==> src/rtl/pds_pkg.sv <==
package pds_pkg;

    typedef enum logic [3:0] {
        S_IDLE,
        S_P1,
        S_P2,
        S_P1B,
        S_CHK,
        S_REF,
        S_FB,
        S_EVAL,
        S_END
    } pds_state_t;

endpackage

==> src/rtl/pds_divider.sv <==
// Unsigned restoring divider: one quotient bit per cycle, W cycles per result.
module pds_divider #(
    parameter int W = 22
) (
    input  logic         clk,
    input  logic         rst_n,
    input  logic         go,
    input  logic [W-1:0] num,
    input  logic [W-1:0] den,
    output logic [W-1:0] quo,
    output logic [W-1:0] rem,
    output logic         fin
);
    localparam int CW = $clog2(W + 1);

    logic [CW-1:0] cnt;
    logic          active;
    logic [W:0]    trial;
    logic [W:0]    diff;

    always_comb begin
        trial = {rem, quo[W-1]};
        diff  = trial - {1'b0, den};
    end

    always_ff @(posedge clk or negedge rst_n) begin
        if (!rst_n) begin
            quo    <= '0;
            rem    <= '0;
            cnt    <= '0;
            active <= 1'b0;
            fin    <= 1'b0;
        end else begin
            fin <= 1'b0;
            if (go) begin
                quo    <= num;
                rem    <= '0;
                cnt    <= CW'(W);
                active <= 1'b1;
            end else if (active) begin
                if (!diff[W]) begin
                    rem <= diff[W-1:0];
                    quo <= {quo[W-2:0], 1'b1};
                end else begin
                    rem <= trial[W-1:0];
                    quo <= {quo[W-2:0], 1'b0};
                end
                cnt <= cnt - CW'(1);
                if (cnt == CW'(1)) begin
                    active <= 1'b0;
                    fin    <= 1'b1;
                end
            end
        end
    end
endmodule

==> src/rtl/pds_eval.sv <==
// Scores one input-divider candidate: window test, nearest rounding, strict improvement.
module pds_eval #(
    parameter int W     = 22,
    parameter int FW    = 12,
    parameter int FB_HI = 3200,
    parameter int FB_LO = 16
) (
    input  logic [W-1:0]  quo,
    input  logic [W-1:0]  remv,
    input  logic [W-1:0]  fref,
    input  logic [W-1:0]  best,
    output logic          take,
    output logic [W-1:0]  diff,
    output logic [FW-1:0] fb
);
    logic          in_window;
    logic          bump;
    logic [W-1:0]  fb_adj;

    always_comb begin
        in_window = (quo < W'(FB_HI)) && (quo > W'(FB_LO));
        bump      = (quo < W'(FB_HI - 1)) && (remv > (fref >> 1));
        fb_adj    = bump ? quo + W'(1) : quo;
        diff      = bump ? fref - remv : remv;
        take      = in_window && (diff < best);
        fb        = fb_adj[FW-1:0];
    end
endmodule

==> src/rtl/pll_div_search.sv <==
module pll_div_search
    import pds_pkg::*;
#(
    parameter int TW          = 32,
    parameter int DW          = 22,
    parameter int REF_KHZ     = 24000,
    parameter int VCO_MIN_KHZ = 600000,
    parameter int VCO_MAX_KHZ = 2400000,
    parameter int PD_MAX      = 7,
    parameter int RD_MAX      = 62,
    parameter int FB_HI       = 3200,
    parameter int FB_LO       = 16,
    parameter int ERR_LIM_KHZ = 4000,
    localparam int RW         = $clog2(RD_MAX + 1),
    localparam int FW         = $clog2(FB_HI),
    localparam int PW         = $clog2(PD_MAX + 1)
) (
    input  logic          clk,
    input  logic          rst_n,
    input  logic          start,
    input  logic [TW-1:0] target_khz,
    output logic          busy,
    output logic          done,
    output logic          ok,
    output logic          err,
    output logic [RW-1:0] refdiv,
    output logic [FW-1:0] fbdiv,
    output logic [PW-1:0] postdiv1,
    output logic [PW-1:0] postdiv2
);
    localparam int VFW = DW + 2 * PW;

    pds_state_t state, nxt;

    logic [DW-1:0]  tgt, p1w, vco, fref, fbq, remq, best;
    logic [PW-1:0]  pd1, pd2;
    logic [RW-1:0]  rcur, best_r;
    logic [FW-1:0]  best_fb;
    logic           fail;
    logic           dgo;
    logic [DW-1:0]  dnum, dden, quo, rem;
    logic           fin;
    logic [VFW-1:0] vco_full;
    logic           vco_bad, bad_tgt, take, stop_search;
    logic [DW-1:0]  cdiff, best_nxt;
    logic [FW-1:0]  cfb;

    pds_divider #(.W(DW)) u_div (
        .clk(clk), .rst_n(rst_n), .go(dgo), .num(dnum), .den(dden),
        .quo(quo), .rem(rem), .fin(fin)
    );

    pds_eval #(.W(DW), .FW(FW), .FB_HI(FB_HI), .FB_LO(FB_LO)) u_eval (
        .quo(fbq), .remv(remq), .fref(fref), .best(best),
        .take(take), .diff(cdiff), .fb(cfb)
    );

    always_comb begin
        bad_tgt     = (target_khz == '0) || (target_khz > TW'(VCO_MAX_KHZ));
        vco_full    = VFW'(tgt) * VFW'(pd1) * VFW'(pd2);
        vco_bad     = (vco_full < VFW'(VCO_MIN_KHZ)) || (vco_full > VFW'(VCO_MAX_KHZ));
        best_nxt    = take ? cdiff : best;
        stop_search = (rcur == RW'(RD_MAX)) || (best_nxt == '0);
    end

    always_comb begin
        nxt = state;
        unique case (state)
            S_IDLE:  if (start) nxt = bad_tgt ? S_END : S_P1;
            S_P1:    if (fin) nxt = (quo > DW'(PD_MAX)) ? S_P2 : S_CHK;
            S_P2:    if (fin) nxt = (quo > DW'(PD_MAX)) ? S_END : S_P1B;
            S_P1B:   if (fin) nxt = S_CHK;
            S_CHK:   nxt = vco_bad ? S_END : S_REF;
            S_REF:   if (fin) nxt = S_FB;
            S_FB:    if (fin) nxt = S_EVAL;
            S_EVAL:  nxt = stop_search ? S_END : S_REF;
            S_END:   nxt = S_IDLE;
            default: nxt = S_IDLE;
        endcase
    end

    always_ff @(posedge clk or negedge rst_n) begin
        if (!rst_n) state <= S_IDLE;
        else        state <= nxt;
    end

    always_ff @(posedge clk or negedge rst_n) begin
        if (!rst_n) begin
            busy <= 1'b0;  done <= 1'b0;  ok <= 1'b0;  err <= 1'b0;
            refdiv <= '0;  fbdiv <= '0;   postdiv1 <= '0;  postdiv2 <= '0;
            tgt <= '0;  p1w <= '0;  vco <= '0;  fref <= '0;  fbq <= '0;
            remq <= '0;  best <= '0;  pd1 <= '0;  pd2 <= '0;  rcur <= '0;
            best_r <= '0;  best_fb <= '0;  fail <= 1'b0;
            dgo <= 1'b0;  dnum <= '0;  dden <= '0;
        end else begin
            dgo  <= 1'b0;
            done <= 1'b0;
            unique case (state)
                S_IDLE: if (start) begin
                    busy <= 1'b1;
                    tgt  <= target_khz[DW-1:0];
                    fail <= bad_tgt;
                    pd2  <= PW'(1);
                    dnum <= DW'(VCO_MIN_KHZ) + target_khz[DW-1:0] - DW'(1);
                    dden <= target_khz[DW-1:0];
                    dgo  <= !bad_tgt;
                end
                S_P1: if (fin) begin
                    p1w <= quo;
                    if (quo > DW'(PD_MAX)) begin
                        dnum <= quo + DW'(PD_MAX - 1);
                        dden <= DW'(PD_MAX);
                        dgo  <= 1'b1;
                    end else begin
                        pd1 <= quo[PW-1:0];
                    end
                end
                S_P2: if (fin) begin
                    pd2 <= quo[PW-1:0];
                    if (quo > DW'(PD_MAX)) begin
                        fail <= 1'b1;
                    end else begin
                        dnum <= p1w + quo - DW'(1);
                        dden <= quo;
                        dgo  <= 1'b1;
                    end
                end
                S_P1B: if (fin) pd1 <= quo[PW-1:0];
                S_CHK: begin
                    vco    <= vco_full[DW-1:0];
                    best   <= vco_full[DW-1:0];
                    rcur   <= RW'(1);
                    best_r <= '0;
                    if (vco_bad) begin
                        fail <= 1'b1;
                    end else begin
                        dnum <= DW'(REF_KHZ);
                        dden <= DW'(1);
                        dgo  <= 1'b1;
                    end
                end
                S_REF: if (fin) begin
                    fref <= quo;
                    dnum <= vco;
                    dden <= quo;
                    dgo  <= 1'b1;
                end
                S_FB: if (fin) begin
                    fbq  <= quo;
                    remq <= rem;
                end
                S_EVAL: begin
                    if (take) begin
                        best    <= cdiff;
                        best_r  <= rcur;
                        best_fb <= cfb;
                    end
                    if (!stop_search) begin
                        rcur <= rcur + RW'(1);
                        dnum <= DW'(REF_KHZ);
                        dden <= DW'(rcur) + DW'(1);
                        dgo  <= 1'b1;
                    end
                end
                S_END: begin
                    busy <= 1'b0;
                    done <= 1'b1;
                    if (!fail && (best <= DW'(ERR_LIM_KHZ))) begin
                        ok <= 1'b1;  err <= 1'b0;
                        refdiv <= best_r;  fbdiv <= best_fb;
                        postdiv1 <= pd1;   postdiv2 <= pd2;
                    end else begin
                        ok <= 1'b0;  err <= 1'b1;
                        refdiv <= '0;  fbdiv <= '0;
                        postdiv1 <= '0;  postdiv2 <= '0;
                    end
                end
                default: ;
            endcase
        end
    end
endmodule

==> config.mk <==
export PLATFORM = sky130hd
export DESIGN_NAME = pll_div_search
export DESIGN_NICKNAME = d
export VERILOG_FILES = /design/src/rtl/pds_pkg.sv /design/src/rtl/pds_divider.sv /design/src/rtl/pds_eval.sv /design/src/rtl/pll_div_search.sv
export SDC_FILE = /design/constraint.sdc
export NUM_CORES = 1
export LEC_CHECK = 0
export BUFFER_PORTS_ARGS = -buffer_cell sky130_fd_sc_hd__buf_2
export CAP_MARGIN = 20
export CORE_ASPECT_RATIO = 0.5
export CORE_MARGIN = 2
export CORE_UTILIZATION = 50
export CTS_BUF_LIST = sky130_fd_sc_hd__clkbuf_4 sky130_fd_sc_hd__clkbuf_8
export DETAILED_ROUTE_END_ITERATION = 8
export GPL_TIMING_DRIVEN = 0
export PLACE_DENSITY = 0.66
export SYNTH_ARGS = -nofsm -noshare
export SYNTH_HDL_FRONTEND = slang
export SYNTH_SLANG_ARGS = --single-unit
==> constraint.sdc <==
create_clock -name clk -period 10.3 [get_ports clk]
set_input_delay 2.06 -clock clk [delete_from_list [all_inputs] [get_ports clk]]
set_output_delay 2.06 -clock clk [all_outputs]
set_load 0.005 [all_outputs]
==> run_results.csv <==
group,metric,value,unit
outcome,status,"finished, violations left",
outcome,violations,"design-rule violations",
synthesis,synth_top_family_by_area,"compound AO/OA/AOI/OAI gates",
worst_setup_path,path_max_fanout,10,
worst_setup_path,crit_cells,36,
grt,grt_pass1_vias,20332,
die,row_count,56,
drt,drt_iter0_drc,2329,
placed_design,hpwl,57870,um
drt,ant_nets,0,
layout,drive_above_1_share,0.07985,
layout,syn_to_final_growth,9.729,%
layout,fillCellCount,4396,
drt,wirelength,73430,um
placed_design,place.gp.congestion,0.9539,
clocking,clkTransAtPathRegs,0.06,ns
die,ios,63,
clocking,clk_latency,0.62,ns
timing,tightest_slew,1.044,ns
worst_setup_path,cp-startpoint,"pd1[0]",
synthesis,netlist_instances,2842,
pwr,power_density,97.85,nW/um^2
layout,regArea,7833,sq um
synthesis,syn_area_per_cell,8.449,sq um
worst_setup_path,crit_end,"dnum[15]",
clocking,cts_setup_buffers,0,
layout,final_nets,3224,
timing,rsz0062_at_grt,"false",
synthesis,ys_seq_elements,313,
timing,hold_ws,0.4732,ns
worst_setup_path,startpoint_type,"flip-flop",
worst_setup_path,endpoint_kind,"flip-flop",
timing,finalHoldViolCount,0,
worst_setup_path,r2r-start,"pd1[0]",
worst_setup_path,crit_family,"compound AO/OA/AOI/OAI gates",
timing,setup_viol,0,
drt,wl_per_cell,20.22,um
synthesis,synth.cell_area,24010,sq um
synthesis,synthesis.nets,3112,
timing,fin_crit_sh,0.8787,
drt,avgViaCountPerCell,5.916,
worst_setup_path,arrival,9.54,ns
grt,antenna_found_initial,3,
die,core_region_area,47160,sq um
placed_design,io_buffer_count,55,
drt,met3RoutedLength,6235,um
worst_setup_path,rrSetupSlack,1.25,ns
worst_setup_path,r2r-end,"dnum[15]",
drt,met2WireLength,31250,um
worst_setup_path,path_buf_inv,7,
drt,drc_errors,1,
clocking,cts_tree,"done",
die,initial_core_util,0.5092,
pwr,irDropWorstVdd,76.71,uV
pwr,power.total,2.578,mW
worst_hold_path,hold_class,"reg2reg",
grt,grt_max_degree,115,
die,die_y,159.0,um
worst_setup_path,critPathRequiredTime,10.79,ns
timing,maxSlewHeadroom,0.2952,
worst_setup_path,r2r_cells,36,
synthesis,muxShareOfSynthArea,0.05138,
synthesis,seq_area_frac_synth,0.3262,
synthesis,ys.flop_type,"dfrtp_1",
timing,tns,0,ns
drt,firstDrtPassIters,9,
grt,grt_pass1_wl,114800,um
drt,wl_met1,34070,um
synthesis,yosysWarnings,0,
timing,finalMaxSlewViolations,0,
timing,fin_skew,0.03484,ns
worst_setup_path,slowest_stage,"o41ai_1",
worst_setup_path,critPathMostFrequentCell,"o21ai_0",
clocking,cts_buffers,49,
worst_setup_path,critical-path-max-stage-delay,0.67,ns
clocking,cts_buffer_depth,3,
flow_run,cap_violations,0,
grt,grtUsageTotal,0.2920,
grt,overflow,0,
clocking,cts_resized,0,
drt,vias,21486,
clocking,clock_sinks,313,
synthesis,synthArstFlopShare,1.000,
synthesis,yosys.area_share.simple,0.1741,
layout,multi_input_area,14500,sq um
drt,highest_layer,"met4",
clocking,cts_root_buf,"clkbuf_8",
worst_setup_path,worstSetupPathType,"reg2reg",
die,dieArea,49900,sq um
timing,max_freq,0.1105,GHz
synthesis,synthAdderAreaFrac,0.1375,
synthesis,synth-edff-count,0,
clocking,cts.hold.buffers_added,0,
die,die_width,313.9,um
timing,period_minus_slack,9.051,ns
synthesis,synthDistinctLibCells,87,
synthesis,synth_xor_area_frac,0.04664,
clocking,htreeDepth,2,
synthesis,synth_compound_area_frac,0.1940,
pwr,p_leak,13.12,nW
==> state kept, by name, indices dropped and copies added, names as in the netlist, 3 cells and up <==
| register | flops |
|---|---|
| best | 22 |
| dden | 22 |
| dnum | 22 |
| fbq | 22 |
| fref | 22 |
| p1w | 22 |
| remq | 22 |
| tgt | 22 |
| u_div.quo | 22 |
| u_div.rem | 22 |
| vco | 22 |
| best_fb | 12 |
| fbdiv | 12 |
| best_r | 6 |
| rcur | 6 |
| refdiv | 6 |
| u_div.cnt | 5 |
| state | 4 |
| pd1 | 3 |
| pd2 | 3 |
| postdiv1 | 3 |
| postdiv2 | 3 |
==> layer usage <==
layer,track usage,up-vias
met5,0,-
met2,0.4335,703
met4,0.08547,0
met3,0.06629,121
li1,-,10118
met1,0.4247,10544
==> where the power goes <==
group          switching, mW  internal [mW]
sequential                 0           1.23
combinational         0.0573         0.0212
clock                  0.541          0.729
total                  0.599           1.98
==> how the worst min path moves through the flow <==
stage	depth (start not counted)	to	slack, ns	from
3_3_place_gp	1	ok	0.46	ok
6_report	1	fbdiv[9]	0.47	best_fb[9]
2_1_floorplan	2	vco[4]	0.44	vco[4]
4_1_cts	1	fbdiv[9]	0.47	best_fb[9]
3_5_place_dp	1	ok	0.46	ok
5_1_grt	1	fbdiv[9]	0.48	best_fb[9]
==> metrics by stage <==
stage / cell area, sq um / instances / setup WS [ns] / util
2_1_floorplan: 24010 / 2842 / 2.854 / -
6_report: 26350 / 3632 / 1.249 / 0.5587
3_5_place_dp: 25170 / 3540 / 1.414 / 0.5338
5_1_grt: 26350 / 3631 / 0.2631 / 0.5587
3_3_place_gp: 25090 / 3535 / 1.141 / 0.5320
4_1_cts: 26340 / 3630 / 1.340 / 0.5585
==> placed cells by master (no fill, tap or decap), types with 25 or more instances in the layout <==
master	n
nand2_1	427
xor2_1	27
nand4_1	28
fa_1	48
nand3_1	70
mux2_2	26
o21ai_0	246
nor4_1	34
dfrtp_1	313
clkbuf_8	59
nor3_1	52
xnor2_1	99
mux2i_1	64
inv_1	305
nand2b_1	25
buf_2	61
a21o_1	43
clkbuf_1	116
a211oi_1	40
nor2_1	135
a22o_1	27
and2_1	40
a21oi_1	128
ha_1	187
==> cell type report <==
cell class,count,share of cell area
inverter,305,0.04345
timing repair buffer,61,0.01396
multi-input combinational,2090,0.5501
antenna,1,0.00009498
clock buffer,74,0.03509
sequential,313,0.2973
clock inverter,16,0.009213
buffer,134,0.02047
tap,638,0.03030
==> Yosys cell counts, drive strengths merged (16+ instances only) <==
library cell / number / area [sq um]
a211oi: 40 / 300.3
a21o: 43 / 322.8
a21oi: 129 / 649.4
a22o: 27 / 236.5
a22oi: 20 / 150.1
a31oi: 23 / 158.9
and2: 40 / 250.2
and3: 18 / 112.6
buf: 18 / 103.9
clkbuf: 116 / 435.4
dfrtp: 313 / 7833
fa: 48 / 960.9
ha: 187 / 2340
inv: 305 / 1145
mux2: 46 / 593.1
mux2i: 64 / 640.6
nand2: 427 / 1603
nand2b: 25 / 156.4
nand3: 71 / 367.9
nand4: 28 / 175.2
nor2: 135 / 506.7
nor2b: 16 / 100.1
nor3: 52 / 260.3
nor4: 35 / 225.2
o211ai: 19 / 142.6
o21a: 24 / 180.2
o21ai: 253 / 1266
xnor2: 99 / 867.1
xor2: 28 / 252.8
==> logic make-up after synthesis <==
logic type	Yosys count
xor gates and xnor gates	127
and+or+nand+nor	900
adders and majority gates	235
AOI/OAI and AO/OA	718
DFF	313
muxes	110
buffers and inverters	439
Power figures use the tool's default switching activity.
